### src/rtl/cal_rtc_pkg.sv
package cal_rtc_pkg;
  localparam int DATA_W = 8;
  localparam int ADDR_W = 4;
  localparam int SEC_W  = 6;
  localparam int MIN_W  = 6;
  localparam int HR_W   = 5;
  localparam int DOW_W  = 3;
  localparam int DATE_W = 5;
  localparam int MON_W  = 4;
  localparam int YR_W   = 7;

  typedef struct packed {
    logic [YR_W-1:0]   yr;
    logic [MON_W-1:0]  mon;
    logic [DATE_W-1:0] date;
    logic [DOW_W-1:0]  dow;
    logic [HR_W-1:0]   hr;
    logic [MIN_W-1:0]  mn;
    logic [SEC_W-1:0]  sec;
  } cal_time_t;

  typedef enum logic [ADDR_W-1:0] {
    A_SEC    = 4'd0,
    A_MIN    = 4'd1,
    A_HR     = 4'd2,
    A_DOW    = 4'd3,
    A_DATE   = 4'd4,
    A_MON    = 4'd5,
    A_YR     = 4'd6,
    A_TRIM   = 4'd7,
    A_UNLOCK = 4'd15
  } reg_addr_e;

  localparam cal_time_t TIME_RST = '{
    yr: '0, mon: MON_W'(1), date: DATE_W'(1), dow: DOW_W'(1),
    hr: '0, mn: '0, sec: '0
  };

  function automatic logic [DATE_W-1:0] month_len(input logic [MON_W-1:0] mon,
                                                 input logic [YR_W-1:0]  yr);
    logic [DATE_W-1:0] len;
    case (mon)
      MON_W'(2): len = (yr[1:0] == 2'b00) ? DATE_W'(29) : DATE_W'(28);
      MON_W'(4), MON_W'(6), MON_W'(9), MON_W'(11): len = DATE_W'(30);
      default: len = DATE_W'(31);
    endcase
    return len;
  endfunction
endpackage

### src/rtl/cal_rtc_unlock.sv
module cal_rtc_unlock
  import cal_rtc_pkg::*;
(
  input  logic              clk_i,
  input  logic              rst_ni,
  input  logic              bus_we_i,
  input  logic              bus_sel_i,
  input  logic [ADDR_W-1:0] bus_addr_i,
  output logic              armed_o
);
  logic armed_q;
  logic unlock_wr;

  assign unlock_wr = bus_we_i && bus_sel_i && (bus_addr_i == A_UNLOCK);

  // any bus write re-decides the arm
  always_ff @(posedge clk_i or negedge rst_ni) begin
    if (!rst_ni)       armed_q <= 1'b0;
    else if (bus_we_i) armed_q <= unlock_wr;
  end

  assign armed_o = armed_q;

  a_r8_arm_consumed: assert property (@(posedge clk_i) disable iff (!rst_ni)
    (bus_we_i && !bus_sel_i) |=> !armed_o);
  a_r8_arm_held: assert property (@(posedge clk_i) disable iff (!rst_ni)
    !bus_we_i |=> $stable(armed_o));
endmodule

### src/rtl/cal_rtc_trim.sv
module cal_rtc_trim
  import cal_rtc_pkg::*;
(
  input  logic       clk_i,
  input  logic       rst_ni,
  input  logic       tick_i,
  input  logic       trim_wr_i,
  input  logic [1:0] trim_data_i,
  output logic       inc_o,
  output logic       dec_o
);
  logic inc_q, dec_q;
  logic idle;

  assign idle = !inc_q && !dec_q;

  always_ff @(posedge clk_i or negedge rst_ni) begin
    if (!rst_ni) begin
      inc_q <= 1'b0;
      dec_q <= 1'b0;
    end else if (tick_i) begin
      inc_q <= 1'b0;
      dec_q <= 1'b0;
    end else if (trim_wr_i && idle) begin
      // both bits together cancel
      inc_q <= (trim_data_i == 2'b01);
      dec_q <= (trim_data_i == 2'b10);
    end
  end

  assign inc_o = inc_q;
  assign dec_o = dec_q;

  a_r11_one_hot: assert property (@(posedge clk_i) disable iff (!rst_ni)
    !(inc_o && dec_o));
  a_r11_both_ignored: assert property (@(posedge clk_i) disable iff (!rst_ni)
    (trim_wr_i && trim_data_i == 2'b11 && !tick_i) |=> $stable({inc_o, dec_o}));
  a_r9_cleared_on_tick: assert property (@(posedge clk_i) disable iff (!rst_ni)
    tick_i |=> !inc_o && !dec_o);
endmodule

### src/rtl/cal_rtc_counter.sv
module cal_rtc_counter
  import cal_rtc_pkg::*;
(
  input  logic              clk_i,
  input  logic              rst_ni,
  input  logic              tick_i,
  input  logic              inc_i,
  input  logic              dec_i,
  input  logic              ld_i,
  input  logic [ADDR_W-1:0] ld_addr_i,
  input  logic [DATA_W-1:0] ld_data_i,
  output cal_time_t         time_o
);
  cal_time_t t_q;
  cal_time_t one_step, two_step;

  function automatic cal_time_t step(input cal_time_t t);
    cal_time_t n;
    n = t;
    if (t.sec < SEC_W'(59)) n.sec = t.sec + 1'b1;
    else begin
      n.sec = '0;
      if (t.mn < MIN_W'(59)) n.mn = t.mn + 1'b1;
      else begin
        n.mn = '0;
        if (t.hr < HR_W'(23)) n.hr = t.hr + 1'b1;
        else begin
          n.hr  = '0;
          n.dow = (t.dow >= DOW_W'(7)) ? DOW_W'(1) : t.dow + 1'b1;
          if (t.date < month_len(t.mon, t.yr)) n.date = t.date + 1'b1;
          else begin
            n.date = DATE_W'(1);
            if (t.mon < MON_W'(12)) n.mon = t.mon + 1'b1;
            else begin
              n.mon = MON_W'(1);
              n.yr  = (t.yr >= YR_W'(99)) ? '0 : t.yr + 1'b1;
            end
          end
        end
      end
    end
    return n;
  endfunction

  assign one_step = step(t_q);
  assign two_step = step(one_step);

  // accepted write wins over a coincident tick
  always_ff @(posedge clk_i or negedge rst_ni) begin
    if (!rst_ni) t_q <= TIME_RST;
    else if (ld_i) begin
      case (ld_addr_i)
        A_SEC:   t_q.sec  <= ld_data_i[SEC_W-1:0];
        A_MIN:   t_q.mn   <= ld_data_i[MIN_W-1:0];
        A_HR:    t_q.hr   <= ld_data_i[HR_W-1:0];
        A_DOW:   t_q.dow  <= ld_data_i[DOW_W-1:0];
        A_DATE:  t_q.date <= ld_data_i[DATE_W-1:0];
        A_MON:   t_q.mon  <= ld_data_i[MON_W-1:0];
        A_YR:    t_q.yr   <= ld_data_i[YR_W-1:0];
        default: ;
      endcase
    end else if (tick_i) begin
      if (dec_i)      t_q <= t_q;
      else if (inc_i) t_q <= two_step;
      else            t_q <= one_step;
    end
  end

  assign time_o = t_q;

  a_r2_hold: assert property (@(posedge clk_i) disable iff (!rst_ni)
    (!tick_i && !ld_i) |=> $stable(time_o));
  a_r3_sec_wrap: assert property (@(posedge clk_i) disable iff (!rst_ni)
    (tick_i && !ld_i && !inc_i && !dec_i && time_o.sec == SEC_W'(59)) |=> time_o.sec == '0);
  a_r10_dec_hold: assert property (@(posedge clk_i) disable iff (!rst_ni)
    (tick_i && !ld_i && dec_i) |=> $stable(time_o));
  a_r4_dow_wrap: assert property (@(posedge clk_i) disable iff (!rst_ni)
    (tick_i && !ld_i && !dec_i && time_o.dow == DOW_W'(7) && time_o.hr == HR_W'(23)
     && time_o.mn == MIN_W'(59) && time_o.sec == SEC_W'(59)) |=> time_o.dow == DOW_W'(1));
endmodule

### src/rtl/cal_rtc.sv
module cal_rtc
  import cal_rtc_pkg::*;
(
  input  logic              clk_i,
  input  logic              rst_ni,
  input  logic              tick_i,
  input  logic              bus_we_i,
  input  logic              bus_sel_i,
  input  logic [ADDR_W-1:0] bus_addr_i,
  input  logic [DATA_W-1:0] bus_wdata_i,
  output logic [DATA_W-1:0] bus_rdata_o
);
  logic      armed;
  logic      prot_wr;
  logic      time_ld;
  logic      trim_wr;
  logic      inc_pend, dec_pend;
  cal_time_t cur;

  assign prot_wr = bus_we_i && bus_sel_i && armed && (bus_addr_i <= A_TRIM);
  assign time_ld = prot_wr && (bus_addr_i != A_TRIM);
  assign trim_wr = prot_wr && (bus_addr_i == A_TRIM);

  cal_rtc_unlock i_unlock (
    .clk_i      (clk_i),
    .rst_ni     (rst_ni),
    .bus_we_i   (bus_we_i),
    .bus_sel_i  (bus_sel_i),
    .bus_addr_i (bus_addr_i),
    .armed_o    (armed)
  );

  cal_rtc_trim i_trim (
    .clk_i       (clk_i),
    .rst_ni      (rst_ni),
    .tick_i      (tick_i),
    .trim_wr_i   (trim_wr),
    .trim_data_i (bus_wdata_i[1:0]),
    .inc_o       (inc_pend),
    .dec_o       (dec_pend)
  );

  cal_rtc_counter i_counter (
    .clk_i     (clk_i),
    .rst_ni    (rst_ni),
    .tick_i    (tick_i),
    .inc_i     (inc_pend),
    .dec_i     (dec_pend),
    .ld_i      (time_ld),
    .ld_addr_i (bus_addr_i),
    .ld_data_i (bus_wdata_i),
    .time_o    (cur)
  );

  always_comb begin
    case (bus_addr_i)
      A_SEC:   bus_rdata_o = DATA_W'(cur.sec);
      A_MIN:   bus_rdata_o = DATA_W'(cur.mn);
      A_HR:    bus_rdata_o = DATA_W'(cur.hr);
      A_DOW:   bus_rdata_o = DATA_W'(cur.dow);
      A_DATE:  bus_rdata_o = DATA_W'(cur.date);
      A_MON:   bus_rdata_o = DATA_W'(cur.mon);
      A_YR:    bus_rdata_o = DATA_W'(cur.yr);
      A_TRIM:  bus_rdata_o = DATA_W'({dec_pend, inc_pend});
      default: bus_rdata_o = '0;
    endcase
  end

  a_r7_locked_ignored: assert property (@(posedge clk_i) disable iff (!rst_ni)
    (bus_we_i && !armed && !tick_i) |=> $stable(cur) && $stable({inc_pend, dec_pend}));
  a_r7_unsel_ignored: assert property (@(posedge clk_i) disable iff (!rst_ni)
    (bus_we_i && !bus_sel_i && !tick_i) |=> $stable(cur));
endmodule

### config.mk
export PLATFORM = sky130hd
export DESIGN_NAME = cal_rtc
export DESIGN_NICKNAME = d
export VERILOG_FILES = /design/src/rtl/cal_rtc_pkg.sv /design/src/rtl/cal_rtc_unlock.sv /design/src/rtl/cal_rtc_trim.sv /design/src/rtl/cal_rtc_counter.sv /design/src/rtl/cal_rtc.sv
export SDC_FILE = /design/constraint.sdc
export NUM_CORES = 1
export LEC_CHECK = 0
export ABC_AREA = 1
export BUFFER_PORTS_ARGS = -buffer_cell sky130_fd_sc_hd__buf_2
export CORE_MARGIN = 2
export CORE_UTILIZATION = 45
export DETAILED_ROUTE_END_ITERATION = 10
export PLACE_DENSITY = 0.6
export RECOVER_POWER = 50
export SKIP_CTS_REPAIR_TIMING = 1
export SYNTH_ARGS = -nofsm -noshare
export SYNTH_HDL_FRONTEND = slang
export SYNTH_SLANG_ARGS = --single-unit
### constraint.sdc
create_clock -name clk_i -period 9.03 [get_ports clk_i]
set_clock_uncertainty 0.05 [all_clocks]
set_input_delay 0.4515 -clock clk_i [delete_from_list [all_inputs] [get_ports clk_i]]
set_output_delay 0.4515 -clock clk_i [all_outputs]
set_load 0.01 [all_outputs]
Yosys cells after proc, flatten, opt, wreduce, memory -nomap -nowiden:

Cells that the tools add are included.

* memory bits (read-only): 0
* word-level logic and storage cells: 142
* output and inout bits: 8
* register bits after elaboration: 39
* bits in latches: 0
* RAM bits: 0
* memories kept: 0

* muxes and demuxes: 50
* reductions and logical operators: 24
* equal/unequal tests: 29
* div/mod/pow operators: 0
* $mul: 0
* add/subtract/negate cells: 14
* shift operators: 0
* magnitude comparators: 15
* bitwise operators: 0

Operators by type and width (count)
* $mux W36: 4
* $mux W30: 2
* $mux W5: 12
* $pmux W7 S8: 1
* $mux W24: 2
* $mux W19: 2
* $mux W6: 6
* $mux W7: 5
* $eq A4 B3 Y1 const B: 8
* $add A6 B1 Y6 const B: 4
* $lt A6 B6 Y1 const B: 4
* $mux W11: 2
* $reduce_and A3 Y1: 7
* $add A5 B1 Y5 const B: 4
* $eq A4 B4 Y1 const B: 5
* $pmux W5 S2: 2
* $eq A4 B2 Y1 const B: 4
* $add A7 B1 Y7 const B: 2
* $ge A7 B7 Y1 const B: 2
* $ne A2 B2 Y1 const B: 7
* $mux W4: 3
* $lt A5 B5 Y1: 2
* $lt A5 B5 Y1 const B: 2
* $mux W3: 3
* other kinds (17): 37

Longest topological paths before layout:

* depth in word-level cells: 26
* depth in mapped cells: 29
* mapped depth without buffers: 29

Cells and area by module:

From an unflattened synthesis, not the netlist that was laid out.

* cell total of the unflattened synthesis: 738
* area, all modules: 4583.1 µm²

By module, submodules not included
* cal_rtc_counter: cells each 619, times used 1, area an instance 3946.3 µm²
* cal_rtc: cells each 93, times used 1, area an instance 464.2 µm²
* cal_rtc_trim: cells each 16, times used 1, area an instance 113.9 µm²
* cal_rtc_unlock: cells each 10, times used 1, area an instance 58.8 µm²

Worst setup path after synthesis:

Ideal clock, no wire load.

* kind: register -> register
* start point: register i_counter.t_q (netlist bit i_counter.time_o[25])
* end point: register i_counter.t_q (netlist bit i_counter.time_o[26])
* stages on the path, launching flop included: 30
* arrival time: 3567 ps
* slack: 5342 ps
* library setup time: 71 ps
* path through: dfstp_2 -> inv_1 -> ha_1 -> nand2_1 -> nor2_1 -> ha_1 -> nand2_1 -> nor3_1 -> nand2_1 -> nand2_2 -> nand2_1 -> inv_1 -> nand3_1 -> o21ai_1 -> inv_1 -> ha_1 -> or2_2 -> nand3_1 -> nand2_1 -> nand2_1 -> nand3_1 -> nand2_1 -> nand2_2 -> nand2_2 -> nor2_1 -> nand2_1 -> nand2_1 -> nor2_1 -> nor2_1 -> nor2_1

* longest elaborated chain between the ends: 26
* elaborated cells between the ends (all ways): 44
* classes of those cells: 2 x add/sub; 4 x order compare; 10 x eq/ne; 25 x mux; 3 x reduce/logical

Ends and longest elaborated chain
* from (decl): RTL line cal_rtc_counter.sv:14 `cal_time_t t_q;`
* from (signal assigned): RTL line cal_rtc_counter.sv:63 `if (dec_i) t_q <= t_q;`
* from (signal assigned): RTL line cal_rtc_counter.sv:64 `else if (inc_i) t_q <= two_step;`
* from (signal assigned): RTL line cal_rtc_counter.sv:65 `else t_q <= one_step;`
* $eq A4 B3 Y1 / $eq A4 B4 Y1 (equally long branches): RTL line cal_rtc_pkg.sv:42 `case (mon)`
* $reduce_or A4 Y1: RTL line cal_rtc_pkg.sv:42
* $pmux W5 S2: RTL line cal_rtc_pkg.sv:42
* $mux W5: RTL line cal_rtc_counter.sv:26 `if (t.hr < HR_W'(23)) n.hr = t.hr + 1'b1;`
* $mux W5: RTL line cal_rtc_counter.sv:23 `if (t.mn < MIN_W'(59)) n.mn = t.mn + 1'b1;`
* $mux W5: RTL line cal_rtc_counter.sv:20 `if (t.sec < SEC_W'(59)) n.sec = t.sec + 1'b1;`
* $lt A5 B5 Y1: RTL line cal_rtc_counter.sv:30 `if (t.date < month_len(t.mon, t.yr)) n.date = t.date + 1'b1;`
* $mux W11: RTL line cal_rtc_counter.sv:30
* [10 not listed]
* $mux W11: RTL line cal_rtc_counter.sv:30
* $mux W19: RTL line cal_rtc_counter.sv:26
* $mux W24: RTL line cal_rtc_counter.sv:23
* $mux W30: RTL line cal_rtc_counter.sv:20
* $mux W36 (*): RTL line cal_rtc_counter.sv:64
* $mux W36 (*): RTL line cal_rtc_counter.sv:63
* $mux W36 (*): RTL line cal_rtc_counter.sv:62 `end else if (tick_i) begin`
* $mux W36 (*): RTL line cal_rtc_counter.sv:51 `else if (ld_i) begin`

Mark *: on every way between the ends. The rest lies on a longest branch, timed or not. The select of a mux whose other input is x is not followed.
A chain may end at the register's enable or synchronous reset.

Final worst setup path:

Same ends and word-level chain as after synthesis.

==> results.cfg <==
[clock_network]
cts_root_buffer = clkbuf_8
clock_path_buffers = 2
numCtsBuffers = 5
clkTransAtPathRegs_ns = 0.08
cts_tree = built
cts_max_level = 2
cts_sinks = 39
worstSkewPairLatency_ns = 0.31

[floorplan]
design.core.area_mm2 = 0.00968
row_count = 36
die-area_mm2 = 0.0107
dieHeight_um = 104
die_w_um = 104
ioPinCount = 25
initial_core_util_pct = 46.1

[critical_path]
cp_max_fo = 10
cpMaxStageDelayCell = dfstp_2
cpPeakStageDelay_ns = 0.63
worstPathArrival_ns = 4.74
setup.worst_path.class = register to register
start_kind = register
r2r-start = i_counter.time_o[25]
r2r_slack_ns = 4.49
endpoint_kind = register
reg2reg_depth = 29
crit-reg2reg-capture = i_counter.time_o[26]
cp_common_cell = nand2_1
cp.required_ns = 9.22

[sta]
slew_viol_final = 40
tns_ns = 0
finalCritPeriodShare_pct = 50.3
tightest_slew_ns = 2.31
slew_headroom_pct = -54.0
fin_crit_ns = 4.54
fmax_ghz = 0.220
rsz0062_at_grt = false
hold_viol_final = 0
setup_viol = 0

[yosys]
async_flop_share_pct = 100
syn_nets = 754
synth_common_cells = nand2_1, inv_1, nor2_1
synthesis.area_mm2 = 0.00446
synth.area.top_cells = dfrtp_1, nand2_1, inv_1
synth_edf_count = 0
synth_warnings = 0
netlist.area_leader.share_pct = 20.2
synth_most_common_cell = nand2_1
ys_seq_area_share_pct = 22.0
synth_top_area_cell = dfrtp_1
synth_ff_type = dfrtp_1
synth.avg_cell_area_um2 = 6.27
syn_inst = 711
synth_cell_type_count = 53
synth-seq-cells = 39

[routing]
drt-total-wl_um = 15000
drt-initial-drc-count = 475
final_antenna_net_count = 0
drc_errors = 0
vias_per_cell = 5.62
wire_per_inst_um = 17.3
dr.pass1.iters = 6
via_count = 4882

[pwr]
swShare_pct = 55.8
p_int_w = 0.000642
p_comb_share_pct = 67.4
pwr_density_cell_mw_per_mm2 = 303
p_clk_share_pct = 9.5
peakVddDrop_mv = 0.143
leakage_nw = 2.56
net-switching-power_w = 0.000812
p_seq_share_pct = 23.0

[global_routing]
grtUsageTotal_pct = 28.1
grt_pass1_vias = 4453
antenna_found_initial = 0
grt_pass1_wl_um = 23900
grt_max_degree = 40
grt.overflow.total = 0

[hold_path]
worst_hold_path_type = input pin to register
min_path_cells = 2
min_from = bus_we_i
hold_end = i_unlock.armed_o

[place]
io_buffers = 22
dp.cells = 861
gp_congestion = 0.955
dpl.hpwl_um = 11800

[finish]
fin_cells = 869
area_delta_synth_final_pct = 7.60
drive_gt1_share_pct = 12.5
diodes = 0
fin_nets = 778

[run]
cap_violations = 1

[run_status]
status = finished with violations
violations = max-capacitance violations, max-slew violations
-- power groups by stage --
stage	clock, W	sequential, W	combinational [W]
2_1_floorplan	0	0.000304	0.000763
3_3_place_gp	0	0.000332	0.000942
3_5_place_dp	0	0.000335	0.000964
4_1_cts	0.000141	0.000331	0.000968
5_1_grt	0.000147	0.000346	0.00111
6_report	0.000139	0.000335	0.000981
-- kinds of logic after synthesis --
family                     after synthesis  synth area share [%]
AOI/OAI and AO/OA                      138                  18.8
xor gates and xnor gates                 7                  1.37
adders and majority gates               26                  7.29
buffers and inverters                  135                  11.9
DFF                                     39                  22.0
other                                    1                0.0841
and+or+nand+nor                        365                  38.7
-- layer usage --
layer	vias up	GRT usage, %	wire length [um]
li1	2408	-	-
met1	2247	42.9	7140
met2	207	41.9	6590
met3	20	3.02	1010
met4	0	7.82	274
met5	-	0	0
-- sequential cells by signal, indices dropped and copies added (netlist names) --
name              cells
i_unlock.armed_o      1
i_trim.dec_o          1
i_counter.time_o     36
i_trim.inc_o          1
-- cell type report --
type,count,area (um^2)
fill,1041,4880
multi-input combinational,537,2950
tap,133,166
clock buffer,8,100
timing repair buffer,23,115
inverter,129,487
sequential,39,980
-- cells in the final DEF (no fill, tap or decap), drive strengths merged, types with 2 or more instances in the layout --
master     n
a31oi     13
o21ai     47
or2        6
clkbuf    10
clkinv     5
a221oi     4
nand3     56
nor3       8
a22oi      4
o2111ai    2
a21oi     39
nand3b     3
dfrtp     36
inv      124
o22ai      8
buf       21
a31o       2
ha        26
o211ai     8
xor2       7
nor2     100
o221ai     3
nand4     21
nand2    168
dfstp      3
-- worst max-delay path, delay by kind of cell (launching register included) --
kind,cells,cell delay (ns)
AO/OA/AOI/OAI,1,0.26
adder cells (fa/ha/maj),3,0.76
buffers and inverters,3,0.39
flip-flops,1,0.63
AND/OR/NAND/NOR,22,2.38
-- worst max path at each step --
stage                                 endpoint                  from  depth (start not counted)
final                     i_counter.time_o[26]  i_counter.time_o[25]                         29
after global routing      i_counter.time_o[26]  i_counter.time_o[25]                         29
after CTS                 i_counter.time_o[26]  i_counter.time_o[25]                         29
after detailed placement  i_counter.time_o[26]  i_counter.time_o[25]                         29
after global placement    i_counter.time_o[26]  i_counter.time_o[25]                         29
after floorplan           i_counter.time_o[26]  i_counter.time_o[25]                         29
-- through the flow --
| step | setup slack, ns | utilization, % | area (um^2) | total power [W] | hold slack [ns] |
|---|---|---|---|---|---|
| floorplan | 5.34 | - | 4460 | 0.00107 | 0.106 |
| global placement | 4.66 | 48.6 | 4700 | 0.00127 | 0.428 |
| detailed placement | 4.55 | 48.6 | 4700 | 0.00130 | 0.428 |
| CTS | 4.53 | 49.6 | 4800 | 0.00144 | 0.277 |
| global route | 4.11 | 49.6 | 4800 | 0.00160 | 0.315 |
| finish | 4.49 | 49.6 | 4800 | 0.00145 | 0.304 |
Note: power is estimated with default switching activity, not from simulation.
